**src/rtl/irsir_pkg.sv**
```systemverilog
package irsir_pkg;
  localparam int SEL_W = 4;
  localparam int IRW   = (1 << SEL_W) + 1;

  // infrared clock period in system clocks: 2^(sel+1)
  function automatic logic [IRW-1:0] ir_period(input logic [SEL_W-1:0] sel);
    logic [SEL_W:0] sh;
    sh = {1'b0, sel} + 1'b1;
    return IRW'(1) << sh;
  endfunction
endpackage

```
**src/rtl/irsir_tick_gen.sv**
```systemverilog
module irsir_tick_gen #(
  parameter int DIV_W = 16,
  parameter int OVS   = 16,
  localparam int PH_W = $clog2(OVS)
) (
  input  logic             clk,
  input  logic             rst_n,
  input  logic             restart,
  input  logic [DIV_W-1:0] div_in,
  output logic             tick,
  output logic [PH_W-1:0]  phase,
  output logic             cell_end
);
  logic [DIV_W-1:0] cnt, div_q;

  assign tick     = (cnt == div_q);
  assign cell_end = tick && (phase == PH_W'(OVS - 1));

  always_ff @(posedge clk or negedge rst_n) begin
    if (!rst_n) begin
      cnt   <= '0;
      div_q <= '0;
      phase <= PH_W'(OVS - 1);
    end else if (restart) begin
      cnt   <= '0;
      phase <= '0;
      div_q <= div_in;
    end else if (tick) begin
      cnt   <= '0;
      phase <= phase + 1'b1;
      if (cell_end) div_q <= div_in;
    end else begin
      cnt <= cnt + 1'b1;
    end
  end
endmodule

```
**src/rtl/irsir_irclk_gen.sv**
```systemverilog
module irsir_irclk_gen
  import irsir_pkg::*;
(
  input  logic             clk,
  input  logic             rst_n,
  input  logic             sync,
  input  logic [SEL_W-1:0] sel_in,
  output logic             ir_tick
);
  logic [IRW-1:0] cnt, per_q;

  assign ir_tick = (cnt == per_q - 1'b1);

  always_ff @(posedge clk or negedge rst_n) begin
    if (!rst_n) begin
      cnt   <= '0;
      per_q <= ir_period('0);
    end else if (sync) begin
      cnt   <= '0;
      per_q <= ir_period(sel_in);
    end else if (ir_tick) begin
      cnt <= '0;
    end else begin
      cnt <= cnt + 1'b1;
    end
  end
endmodule

```
**src/rtl/irsir_tx_enc.sv**
```systemverilog
module irsir_tx_enc #(
  parameter int PH_W       = 4,
  parameter int WIDE_TICKS = 3
) (
  input  logic            clk,
  input  logic            rst_n,
  input  logic            cell_end,
  input  logic            tick,
  input  logic [PH_W-1:0] phase,
  input  logic            ir_tick,
  input  logic            txd,
  input  logic            narrow_in,
  output logic            pulse_on,
  output logic            mode_q
);
  logic wide_done, narrow_done;

  assign wide_done   = tick && (phase == PH_W'(WIDE_TICKS - 1));
  assign narrow_done = mode_q && ir_tick;

  always_ff @(posedge clk or negedge rst_n) begin
    if (!rst_n) begin
      pulse_on <= 1'b0;
      mode_q   <= 1'b0;
    end else if (cell_end) begin
      pulse_on <= !txd;
      mode_q   <= narrow_in;
    end else if (pulse_on && (wide_done || narrow_done)) begin
      pulse_on <= 1'b0;
    end
  end
endmodule

```
**src/rtl/irsir_rx_dec.sv**
```systemverilog
module irsir_rx_dec #(
  parameter int OVS  = 16,
  localparam int PH_W = $clog2(OVS)
) (
  input  logic            clk,
  input  logic            rst_n,
  input  logic            ir_in,
  input  logic            tick,
  input  logic [PH_W-1:0] phase,
  output logic            rise,
  output logic            zero_q
);
  logic [2:0] sync_q;

  assign rise = sync_q[1] && !sync_q[2];

  always_ff @(posedge clk or negedge rst_n) begin
    if (!rst_n) begin
      sync_q <= '0;
      zero_q <= 1'b0;
    end else begin
      sync_q <= {sync_q[1:0], ir_in};
      if (rise)
        zero_q <= 1'b1;
      else if (tick && phase == PH_W'(OVS - 1))
        zero_q <= 1'b0;
    end
  end
endmodule

```
**src/rtl/irsir_codec.sv**
```systemverilog
module irsir_codec
  import irsir_pkg::*;
#(
  parameter int DIV_W      = 16,
  parameter int OVS        = 16,
  parameter int WIDE_TICKS = 3,
  localparam int PH_W      = $clog2(OVS)
) (
  input  logic             clk,
  input  logic             rst_n,
  input  logic             tx_en,
  input  logic [DIV_W-1:0] baud_div,
  input  logic [SEL_W-1:0] irclk_sel,
  input  logic             narrow_sel,
  input  logic             uart_txd,
  output logic             ir_txd,
  input  logic             ir_rxd,
  output logic             uart_rxd
);
  // named internal events, observed by the bound checker
  logic            tx_tick, tx_cell_end, tx_ir_tick, tx_pulse, tx_mode;
  logic [PH_W-1:0] tx_phase;
  logic            rx_tick, rx_cell_end, rx_rise, rx_zero;
  logic [PH_W-1:0] rx_phase;

  irsir_tick_gen #(.DIV_W(DIV_W), .OVS(OVS)) u_tx_tick (
    .clk(clk), .rst_n(rst_n), .restart(1'b0), .div_in(baud_div),
    .tick(tx_tick), .phase(tx_phase), .cell_end(tx_cell_end)
  );

  irsir_irclk_gen u_irclk (
    .clk(clk), .rst_n(rst_n), .sync(tx_cell_end), .sel_in(irclk_sel),
    .ir_tick(tx_ir_tick)
  );

  irsir_tx_enc #(.PH_W(PH_W), .WIDE_TICKS(WIDE_TICKS)) u_enc (
    .clk(clk), .rst_n(rst_n), .cell_end(tx_cell_end), .tick(tx_tick),
    .phase(tx_phase), .ir_tick(tx_ir_tick), .txd(uart_txd),
    .narrow_in(narrow_sel), .pulse_on(tx_pulse), .mode_q(tx_mode)
  );

  irsir_tick_gen #(.DIV_W(DIV_W), .OVS(OVS)) u_rx_tick (
    .clk(clk), .rst_n(rst_n), .restart(rx_rise), .div_in(baud_div),
    .tick(rx_tick), .phase(rx_phase), .cell_end(rx_cell_end)
  );

  irsir_rx_dec #(.OVS(OVS)) u_dec (
    .clk(clk), .rst_n(rst_n), .ir_in(ir_rxd), .tick(rx_tick),
    .phase(rx_phase), .rise(rx_rise), .zero_q(rx_zero)
  );

  assign ir_txd   = tx_pulse && tx_en;
  assign uart_rxd = !rx_zero;
endmodule

```
**config.mk**
```make
export PLATFORM = sky130hd
export DESIGN_NAME = irsir_codec
export DESIGN_NICKNAME = d
export VERILOG_FILES = /design/src/rtl/irsir_pkg.sv /design/src/rtl/irsir_tick_gen.sv /design/src/rtl/irsir_irclk_gen.sv /design/src/rtl/irsir_tx_enc.sv /design/src/rtl/irsir_rx_dec.sv /design/src/rtl/irsir_codec.sv
export SDC_FILE = /design/constraint.sdc
export NUM_CORES = 1
export LEC_CHECK = 0
export ABC_CLOCK_PERIOD_IN_PS = 4040
export CORE_ASPECT_RATIO = 0.8
export CORE_MARGIN = 2
export CORE_UTILIZATION = 30
export DETAILED_ROUTE_END_ITERATION = 6
export DONT_BUFFER_PORTS = 1
export GPL_TIMING_DRIVEN = 0
export PLACE_DENSITY = 0.47
export RECOVER_POWER = 50
export SLEW_MARGIN = 20
export SYNTH_ARGS = -nofsm -noshare
export SYNTH_HDL_FRONTEND = slang
export SYNTH_SLANG_ARGS = --single-unit
```
**constraint.sdc**
```tcl
create_clock -name clk -period 4.04 [get_ports clk]
set_input_delay 0 -clock clk [delete_from_list [all_inputs] [get_ports clk]]
set_output_delay 0 -clock clk [all_outputs]
set_load 0.01 [all_outputs]
```
-- After elaboration in Yosys (flattened, before gate mapping)
Cells that the tools add are included.
- shift-type cells: 1
- add/subtract/negate cells: 7
- mux-type cells: 14
- eq/ne operators: 6
- reduce and logical (&&, ||, !) cells: 16
- operators with widths (kind ; number):
    2-to-1 mux 16 bit ; 6
    2-to-1 mux 17 bit ; 2
    adder 16 x 1 -> 16 bit, second input constant ; 2
    == test 16 bit ; 2
    adder 17 x 1 -> 17 bit, second input constant ; 1
    == test 17 bit ; 1
    << shifter 1 x 5 -> 17 bit, first input constant ; 1
    subtractor 17 x 1 -> 17 bit, second input constant ; 1
    adder 4 x 1 -> 4 bit, second input constant ; 2
    == test 4 bit, second input constant ; 2
    2-to-1 mux 4 bit ; 2
    logical AND 1 bit ; 7
    nonzero test 2 bit ; 3
    adder 4 x 1 -> 5 bit, second input constant ; 1
    == test 4 x 2 -> 1 bit, second input constant ; 1
    2-to-1 mux 1 bit ; 4
    AND reduction 2 bit ; 2
    zero test 1 bit ; 3
    logical OR 1 bit ; 1
- flip-flop bits (word level): 112
- output and inout port bits: 2
- input bits: 26

-- Logic depth before layout (Yosys ltp)
Gate-level depths: netlist of run 1.
- depth after elaboration: 7
- mapped depth: 9

-- Cells and area by module
A second synthesis of run 1 with hierarchy kept.
- cell total of the unflattened synthesis: 563
- area, all modules: 6035.8 sq um
- modules (own cells, without submodules) (module ; seq. area each (sq um) ; times used ; area an instance (sq um) ; cells an instance):
    irsir_tick_gen ; 905.9 ; 2 ; 1773.0 ; 148
    irsir_irclk_gen ; 852.1 ; 1 ; 2254.7 ; 247
    irsir_rx_dec ; 100.1 ; 1 ; 125.1 ; 8
    irsir_tx_enc ; 50.0 ; 1 ; 96.3 ; 9
    irsir_codec ; 0.0 ; 1 ; 13.8 ; 3

-- Worst setup path after synthesis of run 1
Ideal clock, no wire load.
- path kind: flip-flop to flip-flop
- start point: register u_irclk.per_q[0]
- end point: register u_irclk.cnt[10]
- setup slack: 1.093 ns
- arrival: 2.810 ns
- path buffers: 1
- period minus slack after synthesis: 2.947 ns
- cell stages (with the launch flop): 10
- path through: dfrtp_1 > inv_1 > ha_1 > or3b_2 > or4_4 > a2111oi_4 > o211ai_2 > nor4_4 > buf_6 > nor3_2
- longest elaborated chain between the ends: 4
- RTL lines (what ; line ; RTL):
    start, declared ; irsir_irclk_gen.sv:10 ; logic [IRW-1:0] cnt, per_q;
    start signal, assigned ; irsir_irclk_gen.sv:17 ; per_q <= ir_period('0);
    start signal, assigned ; irsir_irclk_gen.sv:20 ; per_q <= ir_period(sel_in);
    subtractor 17 x 1 -> 17 bit ; irsir_irclk_gen.sv:12 ; assign ir_tick = (cnt == per_q - 1'b1);
    == test 17 bit ; irsir_irclk_gen.sv:12 ;
    2-to-1 mux 17 bit ; irsir_irclk_gen.sv:21 ; end else if (ir_tick) begin
    2-to-1 mux 17 bit ; irsir_irclk_gen.sv:18 ; end else if (sync) begin
    end signal, assigned ; irsir_irclk_gen.sv:24 ; cnt <= cnt + 1'b1;
    end, declared ; irsir_irclk_gen.sv:10 ;
No other way between the ends.
A chain may end at the register's enable or synchronous reset.

-- Worst setup path after layout of run 1
- start point: register u_irclk.per_q[0]
- end point: register u_irclk.cnt[12]
Same word-level chain as after synthesis.

==> results_dict.tcl, run 1 <==
set metrics [dict create \
    avgSynthCellArea_um2 10.1 \
    first_global_vias 4166 \
    dp.cells 833 \
    clkPwrFrac_pct 40.3 \
    clk_pin_slew_worst_paths_ns 0.07 \
    hold_path_class "in2reg" \
    fin_crit_sh_pct 83.5 \
    ys_async_sr_fraction_pct 100 \
    power.net_switching_mw 0.542 \
    synth_fa_ha_area_share_pct 1.94 \
    place.port_buffers 0 \
    cts_tree "built" \
    grtUsageTotal_pct 14.1 \
    clock_path_buffers 2 \
    pre_cts_slack_ns 0.658 \
    synth.cell_area_mm2 0.00579 \
    finalClockSkew_ns 0.00687 \
    yosys.area_share.xor_xnor_pct 15.0 \
    pins_over_their_slew_limit 113 \
    powerDensity_mw_per_mm2 341 \
    critical_path_arrival_ns 3.59 \
    combinational_group_share_of_total_power_pct 7.1 \
    sw_share_pct 23.7 \
    p_leak_nw 2.68 \
    residual_drc_count 0 \
    violated_checks "capacitance limit, slew limit" \
    setup.worst_path.end_class "flop" \
    rows 45 \
    synthToLayoutAreaGrowth_pct 15.4 \
    n_antenna_cell 0 \
    postSynth.topFlopCell "dfrtp_1" \
    setup-violations-final 0 \
    worst_hold_slack_ns 0.00691 \
    synth.distinct_cells 51 \
    synthMuxAreaShare_pct 3.97 \
    ctsRootBufferMaster "clkbuf_16" \
    multi_input_area_mm2 0.00285 \
    vias_per_cell 4.72 \
    critPathKind "reg2reg" \
    cell_count_after_synthesis 575 \
    min_period_ns 3.37 \
    slew_headroom_pct -83.5 \
    final.setup.worst_slack_ns 0.666 \
    grt_overflow 0 \
    synth_compound_gate_area_share_pct 4.88 \
    netlist.top_cell.by_area "dfrtp_1" \
    first_pass_iteration_count_of_the_detailed_router 4 \
    hold_viol_final 0 \
    seqPwrFrac_pct 52.6 \
    clock_sink_count 112 \
    ys_warn_count 0 \
    finalSetupTns_ns 0 \
    startpoint_types "flop" \
    clkLatencyLatePin_ns 0.36 \
    post_cts.repair.setup_buffers 0 \
    worst-path-max-fanout 10 \
    yosysSeqAreaShare_pct 48.6 \
    drt_iter0_drc 251 \
    clock.fmax_mhz 296 \
    synth_top_family_by_area "simple AND/OR/NAND/NOR gates" \
    via_count 4138 \
    initial_antenna_violation_count 0 \
    design.core.area_mm2 0.0190 \
    cts-buffers-inserted 9 \
    instances_no_fill 876 \
    rsz0062_at_grt "false" \
    place_congestion 0.834 \
    number_of_top_level_design_ports 28 \
    worstMarginPinSlew_ns 2.75 \
    ys_top_cells_by_area "dfrtp_1 45%, xnor2_1 9.4%, nand2_1 6.0%, xor2_1 5.6%, dfstp_2 4.1%" \
    finalNetCount 648 \
    vdd.ir_drop.worst_uv 214 \
    floorplan.die.height_um 128 \
    layout.filler_cells 1914 \
    antenna_violating_nets_post_route 0 \
    wire_per_inst_um 15.3 \
    post_route_cells_drive_above_1_share_pct 10.4 \
    synth_edf_count 0 \
    synthSimpleGateAreaFrac_pct 23.3 \
    fp.dieW_um 159 \
    synth_seq_cells 112 \
    cts_htree_levels 3 \
    register_area_mm2 0.00281 \
    grt_pass1_wl_um 22400 \
    die_area_mm2 0.0204 \
    floorplan.initialDensity_pct 30.5 \
    mappedNetlistNets 610 \
    run_status "complete, but fails checks" \
    worst_ep_required_time_ns 4.26 \
    drv_cap 1 \
    synth_top_area_share_pct 44.5 \
    postCtsHoldBufs 27 \
    route.final.wire_length_um 13400 \
    hpwlAfterDp_um 9870 \
    post_cts_resize_count 0 \
    total_power_mw 2.28 \
    internal-power_mw 1.74 \
    grt_start_max_net_pins 113 \
]
-- cell usage after synthesis (all sizes together), types with 2 or more instances --
cell,number
nor4,12
and2,5
nand3,25
nand2b,4
inv,11
or2,3
a31oi,2
o21ai,11
nor2,45
or3,4
or4,7
o41ai,2
nand2,93
nand4,22
mux2,16
o211ai,3
buf,5
dfrtp,103
o31ai,9
nor2b,4
and3b,2
and4,3
o311ai,2
mux2i,5
and3,5
xor2,37
a21oi,3
nor3b,2
xnor2,62
dfstp,9
nor3,25
clkbuf,16
ha,9
-- power by group through the flow --
stage               logic, mW  registers (mW)  clock network, mW
floorplan              0.0981            1.21                  0
global placement        0.115            1.22                  0
detailed placement      0.116            1.22                  0
CTS                     0.167            1.20              0.953
global route            0.181            1.21              0.998
finish                  0.161            1.20              0.920
-- registers in the layout (all words and copies together) (netlist names) --
signal and cells:
u_tx_tick.phase 4, u_dec.sync_q 3, u_enc.mode_q 1, u_enc.pulse_on 1, u_tx_tick.cnt 16, u_irclk.cnt 17, u_rx_tick.cnt 16, u_rx_tick.phase 4
u_dec.zero_q 1, u_tx_tick.div_q 16, u_rx_tick.div_q 16, u_irclk.per_q 17
-- metrics by stage --
| stage | instance area, um2 | utilization (%) |
|---|---|---|
| 3_5_place_dp | 6110 | 32.2 |
| 4_1_cts | 6700 | 35.3 |
| 5_1_grt | 6690 | 35.2 |
| 6_report | 6690 | 35.2 |
| 3_3_place_gp | 6110 | 32.2 |
| 2_1_floorplan | 5790 | - |
-- worst max-delay path, stage by stage (launching register included) --
cell and delay (ns):
dfrtp_1 0.42, inv_1 0.09, ha_1 0.23, or3b_2 0.49
or4_4 0.54, a2111oi_4 0.39, o211ai_2 0.19, nor4_4 0.55
buf_6 0.26, nor3_2 0.07
-- layout make-up --
class / count / area share (%)
Inverter: 11 / 0.618
Timing Repair Buffer: 27 / 3.97
Buffer: 21 / 1.42
Clock inverter: 4 / 0.805
Sequential cell: 112 / 42.1
Tap cell: 258 / 4.83
Clock buffer: 12 / 3.69
Multi-Input combinational cell: 431 / 42.6
-- metal layers --
| layer | track usage, % | vias up | wire length (um) |
|---|---|---|---|
| met5 | 0 | - | 0 |
| met4 | 4.76 | 0 | 204 |
| met3 | 2.85 | 14 | 424 |
| met2 | 19.9 | 41 | 5470 |
| met1 | 21.2 | 2033 | 7320 |
| li1 | - | 2050 | - |
-- logic make-up (layout without fill, tap and decap cells) --
family,after synthesis,count (layout)
AOI/OAI and AO/OA,38,38
and+or+nand+nor,264,264
xor gates and xnor gates,99,99
adders and majority gates,9,9
buffers and inverters,32,75
muxes,21,21
DFF,112,112
-- path summary, 6_finish.rpt --
kind / slack [ns] / endpoint / startpoint / depth (start not counted)
min in group asynchronous: 1.04 / u_irclk.cnt[0] / rst_n / 2
hold / removal: 0.007 / u_irclk.per_q[8] / irclk_sel[2] / 3
max in group asynchronous: 1.39 / u_rx_tick.cnt[9] / rst_n / 2
setup reg to reg: 0.67 / u_irclk.cnt[12] / u_irclk.per_q[0] / 9
setup / recovery: 0.67 / u_irclk.cnt[12] / u_irclk.per_q[0] / 9
hold reg to reg: 0.35 / u_dec.sync_q[1] / u_dec.sync_q[0] / 0
-- layout by cell type (no fill, tap or decap), types with 10 or more instances in the layout --
cell type / n
xnor2_1: 62
xor2_1: 37
nand2_1: 93
nor3_1: 16
nor2_1: 44
nor4_1: 10
mux2_2: 16
clkbuf_1: 18
o21ai_0: 11
dfrtp_1: 103
inv_1: 11
nand3_1: 25
nand4_1: 22
dlygate4sd3_1: 26
(Power assumes the default switching activity.)
==> inputs of run 2 (changes only) <==
Settings changed: ABC_CLOCK_PERIOD_IN_PS 4040 to 3240.
Clock period 4.04 ns to 3.24 ns, I/O delays scaled along.
==> results_dict.tcl, run 2 (synthesis gave the netlist of run 1 again) <==
set metrics [dict create \
    n_antenna_cell 0 \
    critical_path.reg2reg.startpoint "u_irclk.per_q[0]" \
    via_count 4165 \
    finalSetupTns_ns 0 \
    min_period_ns 3.10 \
    clock_sink_count 112 \
    hold_viol_final 0 \
    powerDensity_mw_per_mm2 425 \
    rsz0062_at_grt "true" \
    clkLatencyLatePin_ns 0.36 \
    worstMarginPinSlew_ns 2.49 \
    wire_per_inst_um 15.4 \
    reg2reg_depth 9 \
    synthToLayoutAreaGrowth_pct 15.8 \
    rrSetupSlack_ns 0.14 \
    largest_registers "u_irclk.cnt (17), u_irclk.per_q (17)" \
    cts_htree_levels 3 \
    vdd.ir_drop.worst_uv 265 \
    place_congestion 0.834 \
    ctsRootBufferMaster "clkbuf_16" \
    fin_util_pct 35.4 \
    post_route_cells_drive_above_1_share_pct 11.2 \
    grtUsageTotal_pct 14.1 \
    cts-buffers-inserted 9 \
    hold_path_depth 3 \
    worstReg2RegEnd "u_irclk.cnt[12]" \
    pins_over_their_slew_limit 113 \
    fin_crit_sh_pct 95.6 \
    clock_path_buffers 2 \
    cts_tree "built" \
    hpwlAfterDp_um 9870 \
    vias_per_cell 4.75 \
    p_leak_nw 2.71 \
    initial_antenna_violation_count 0 \
    total_power_mw 2.85 \
    critPathKind "reg2reg" \
    critical_path_arrival_ns 3.31 \
    clk_pin_slew_worst_paths_ns 0.07 \
    register_area_mm2 0.00281 \
    setup.worst_path.end_class "flop" \
    layout.filler_cells 1913 \
    die_area_mm2 0.0204 \
    grt_overflow 0 \
    fp.dieW_um 159 \
    worst-path-max-fanout 10 \
    slew_headroom_pct -66.0 \
    drv_cap 1 \
    grt_start_max_net_pins 113 \
    run_status "complete, but fails checks" \
    residual_drc_count 0 \
    floorplan.die.height_um 128 \
    min_to "u_irclk.per_q[8]" \
    floorplan.initialDensity_pct 30.5 \
    hold_path_class "in2reg" \
    finalNetCount 648 \
    rows 45 \
    crit_path_max_incr_delay_ns 0.54 \
    number_of_top_level_design_ports 28 \
    worst_hold_slack_ns 0.00839 \
    multi_input_area_mm2 0.00287 \
    finalClockSkew_ns 0.00777 \
    grt_pass1_wl_um 22400 \
    antenna_violating_nets_post_route 0 \
    violated_checks "capacitance limit, slew limit" \
    first_global_vias 4188 \
    first_pass_iteration_count_of_the_detailed_router 4 \
    worst_ep_required_time_ns 3.46 \
    startpoint_types "flop" \
    design.core.area_mm2 0.0190 \
    place.port_buffers 0 \
    layout_common_cells "103 x dfrtp_1, 93 x nand2_1, 62 x xnor2_1" \
    slowest_stage "or4_4" \
    drt_iter0_drc 274 \
    most_common_cell_after_layout_fill_and_taps_aside "dfrtp_1" \
    clock.fmax_mhz 323 \
    setup-violations-final 0 \
    crit_path_cell_trace "inv_1, ha_1, or3b_2, or4_4, a2111oi_4, o211ai_2, nor4_4, buf_6, nor3_2" \
    min_from "irclk_sel[2]" \
    route.final.wire_length_um 13500 \
]
-- run 2: layer usage --
metal	share of wire, %	vias up	track usage, %
met2	41	59	19.8
met3	3.6	18	2.85
met1	54	2035	21.3
li1	-	2053	-
met4	1.7	0	4.92
met5	0	-	0
-- run 2: power breakdown --
part	switching [mW]	internal, mW
clock network	0.521	0.624
registers	0.0521	1.45
logic	0.104	0.100
-- run 2: layout make-up --
class / instances / share of cell area, %
buffer: 21 / 1.42
clock buffer: 12 / 3.67
clock inverter: 4 / 0.802
inverter: 11 / 0.616
multi-input combinational: 431 / 42.8
sequential: 112 / 42.0
tap: 258 / 4.81
timing repair buffer: 27 / 3.88
-- run 2: worst max-delay path: cells and delay by family (launching register included) --
family	cells	cell delay, ns
AO/OA/AOI/OAI	2	0.59
adder cells (fa/ha/maj)	1	0.23
buffers and inverters	2	0.33
flip-flops	1	0.42
AND/OR/NAND/NOR	4	1.40
-- run 2: through the flow --
| step | cell area [um2] | instances | worst slack, ns |
|---|---|---|---|
| 5_1_grt | 6710 | 876 | -0.00241 |
| 3_3_place_gp | 6110 | 833 | -0.118 |
| 4_1_cts | 6700 | 876 | 0.176 |
| 6_report | 6710 | 876 | 0.144 |
| 3_5_place_dp | 6110 | 833 | -0.142 |
| 2_1_floorplan | 5790 | 575 | 0.293 |
-- run 2: timing repair --
| action | 4_1_cts | 5_1_grt |
|---|---|---|
| resized for setup | 1 | 4 |
| pin swaps | 1 | 0 |
| buffers inserted | 2 | 0 |
| endpoints found under the hold margin | 164 | 0 |
| setup endpoints to repair | 20 | 36 |
| hold buffers | 25 | 0 |
-- run 2: how the worst max path moves through the flow --
stage                     cells after the start             endpoint         startpoint
after CTS                                     9      u_irclk.cnt[12]   u_irclk.per_q[0]
after global routing                          9      u_irclk.cnt[12]   u_irclk.per_q[0]
after detailed placement                      9      u_irclk.cnt[12]   u_irclk.per_q[0]
after global placement                        8  u_rx_tick.div_q[14]  u_rx_tick.cnt[12]
after floorplan                               9      u_irclk.cnt[10]   u_irclk.per_q[0]
final                                         9      u_irclk.cnt[12]   u_irclk.per_q[0]
==> inputs of run 3 (changes only) <==
Settings changed: ABC_CLOCK_PERIOD_IN_PS 3240 to not set, CTS_CLUSTER_SIZE set to 30, PLACE_DENSITY 0.47 to 0.48.
Clock period 3.24 ns to 2.7 ns, I/O delays scaled along.
==> results_dict.tcl, run 3 (synthesis gave the netlist of run 1 again) <==
set metrics [dict create \
    run_status "complete, but fails checks" \
    violated_checks "capacitance limit, slew limit, setup timing" \
    register_area_mm2 0.00282 \
    powerDensity_mw_per_mm2 495 \
    clock_path_buffers 2 \
    global_route.peak_usage_layer "met1" \
    final.setup.worst_slack_ns -0.133 \
    combinational_group_share_of_total_power_pct 7.2 \
    cts_tree "built" \
    rows 45 \
    number_of_top_level_design_ports 28 \
    dp.cells 833 \
    instances_no_fill 881 \
    setup.worst_path.end_class "flop" \
    total_power_mw 3.40 \
    floorplan.initialDensity_pct 30.5 \
    post_route_cells_drive_above_1_share_pct 14.4 \
    min_period_ns 2.83 \
    fin_crit_sh_pct 105 \
    grt_pass1_wl_um 21900 \
    layout_common_cells "100 x dfrtp_1, 93 x nand2_1, 62 x xnor2_1" \
    first_pass_iteration_count_of_the_detailed_router 5 \
    grtUsageTotal_pct 13.6 \
    place.port_buffers 0 \
    synthToLayoutAreaGrowth_pct 18.6 \
    hold_viol_final 0 \
    grt_overflow 0 \
    rsz0062_at_grt "true" \
    met1_usage_pct 20.4 \
    finalClockSkew_ns 0.00765 \
    startpoint_types "flop" \
    drv_cap 1 \
    initial_antenna_violation_count 0 \
    slew_headroom_pct -3.15 \
    wire_per_inst_um 15.3 \
    cts_htree_levels 3 \
    seqPwrFrac_pct 52.9 \
    critPathKind "reg2reg" \
    ctsRootBufferMaster "clkbuf_16" \
    n_antenna_cell 0 \
    clkLatencyLatePin_ns 0.35 \
    pins_over_their_slew_limit 113 \
    p_leak_nw 2.77 \
    grt_start_max_net_pins 113 \
    worstMarginPinSlew_ns 1.55 \
    clk_pin_slew_worst_paths_ns 0.07 \
    vdd.ir_drop.worst_uv 308 \
    finalSetupTns_ns -1.95 \
    internal-power_mw 2.63 \
    via_count 4141 \
    worst-path-max-fanout 5 \
    detailed_place.area_mm2 0.00612 \
    finalNetCount 654 \
    place_congestion 0.825 \
    drt_iter0_drc 194 \
    clock_sink_count 112 \
    clock.fmax_mhz 353 \
    postLayoutCellArea_mm2 0.00687 \
    fp.dieW_um 159 \
    met3_usage_pct 2.46 \
    critical_path_arrival_ns 3.06 \
    worst_ep_required_time_ns 2.93 \
    antenna_violating_nets_post_route 0 \
    rrSetupSlack_ns -0.13 \
    hpwlAfterDp_um 9740 \
    residual_drc_count 0 \
    power.net_switching_mw 0.776 \
    setup-violations-final 18 \
    most_common_cell_after_layout_fill_and_taps_aside "dfrtp_1" \
    floorplan.die.height_um 128 \
    multi_input_area_mm2 0.00294 \
    clkPwrFrac_pct 39.9 \
    sw_share_pct 22.8 \
    vias_per_cell 4.70 \
    largest_registers "u_irclk.cnt (17), u_irclk.per_q (17)" \
    hold_path_class "in2reg" \
    layout.filler_cells 1911 \
    route.final.wire_length_um 13500 \
    die_area_mm2 0.0204 \
    gr-usage-met2_pct 19.7 \
    first_global_vias 4035 \
    design.core.area_mm2 0.0190 \
    cts-buffers-inserted 9 \
]
==> run 3: power groups by stage <==
stage                     combinational (mW)  sequential, mW  clock, mW
after global routing                   0.275            1.81       1.48
after CTS                              0.254            1.80       1.41
final                                  0.245            1.80       1.36
after detailed placement               0.173            1.83          0
after floorplan                        0.147            1.81          0
after global placement                 0.171            1.83          0
==> run 3: critical path, cell delays in order, from the launching register on <==
cell and delay [ns]:
dfrtp_2 0.44, or4_4 0.56, or4_4 0.56, a2111oi_4 0.39, o211ai_2 0.20, nor4_4 0.19
buf_6 0.18, clkbuf_16 0.16, nor3_2 0.04
==> run 3: per-stage QoR <==
step	hold slack (ns)	setup slack, ns	utilization, %
after CTS	0.0172	-0.124	35.8
after global placement	-0.292	-0.635	32.3
final	0.0265	-0.133	36.2
after global routing	0.0551	-0.165	36.2
after floorplan	-0.296	-0.0420	-
after detailed placement	-0.293	-0.706	32.3
==> run 3: path summary, 6_finish.rpt <==
kind	endpoint	depth (start not counted)	startpoint
setup / recovery	u_irclk.cnt[15]	8	u_irclk.per_q[5]
hold / removal	u_irclk.per_q[8]	3	irclk_sel[2]
setup reg to reg	u_irclk.cnt[15]	8	u_irclk.per_q[5]
hold reg to reg	u_dec.sync_q[1]	0	u_dec.sync_q[0]
max in group asynchronous	u_irclk.per_q[8]	2	rst_n
min in group asynchronous	u_irclk.cnt[1]	2	rst_n
==> run 3: repair_timing <==
item | 4_1_cts | 5_1_grt
setup buffers | 7 | 3
gates cloned | 0 | 1
hold buffers | 25 | 0
endpoints found under the setup margin | 88 | 56
pin swaps | 4 | 7
endpoints found under the hold margin | 164 | 0
gates resized for setup | 15 | 18
==> run 3: layer usage <==
layer,part of all wire [%],routed length (um)
met2,41,5580
met3,3.1,411
met5,0,0
met4,1.7,234
met1,54,7230
==> run 3: area by class of cell <==
cell class | count | area share (%)
multi-input combinational | 431 | 42.8
timing repair buffer | 36 | 5.17
clock inverter | 2 | 0.565
tap | 258 | 4.70
sequential | 112 | 41.0
clock buffer | 13 | 3.79
inverter | 11 | 0.601
buffer | 18 | 1.37
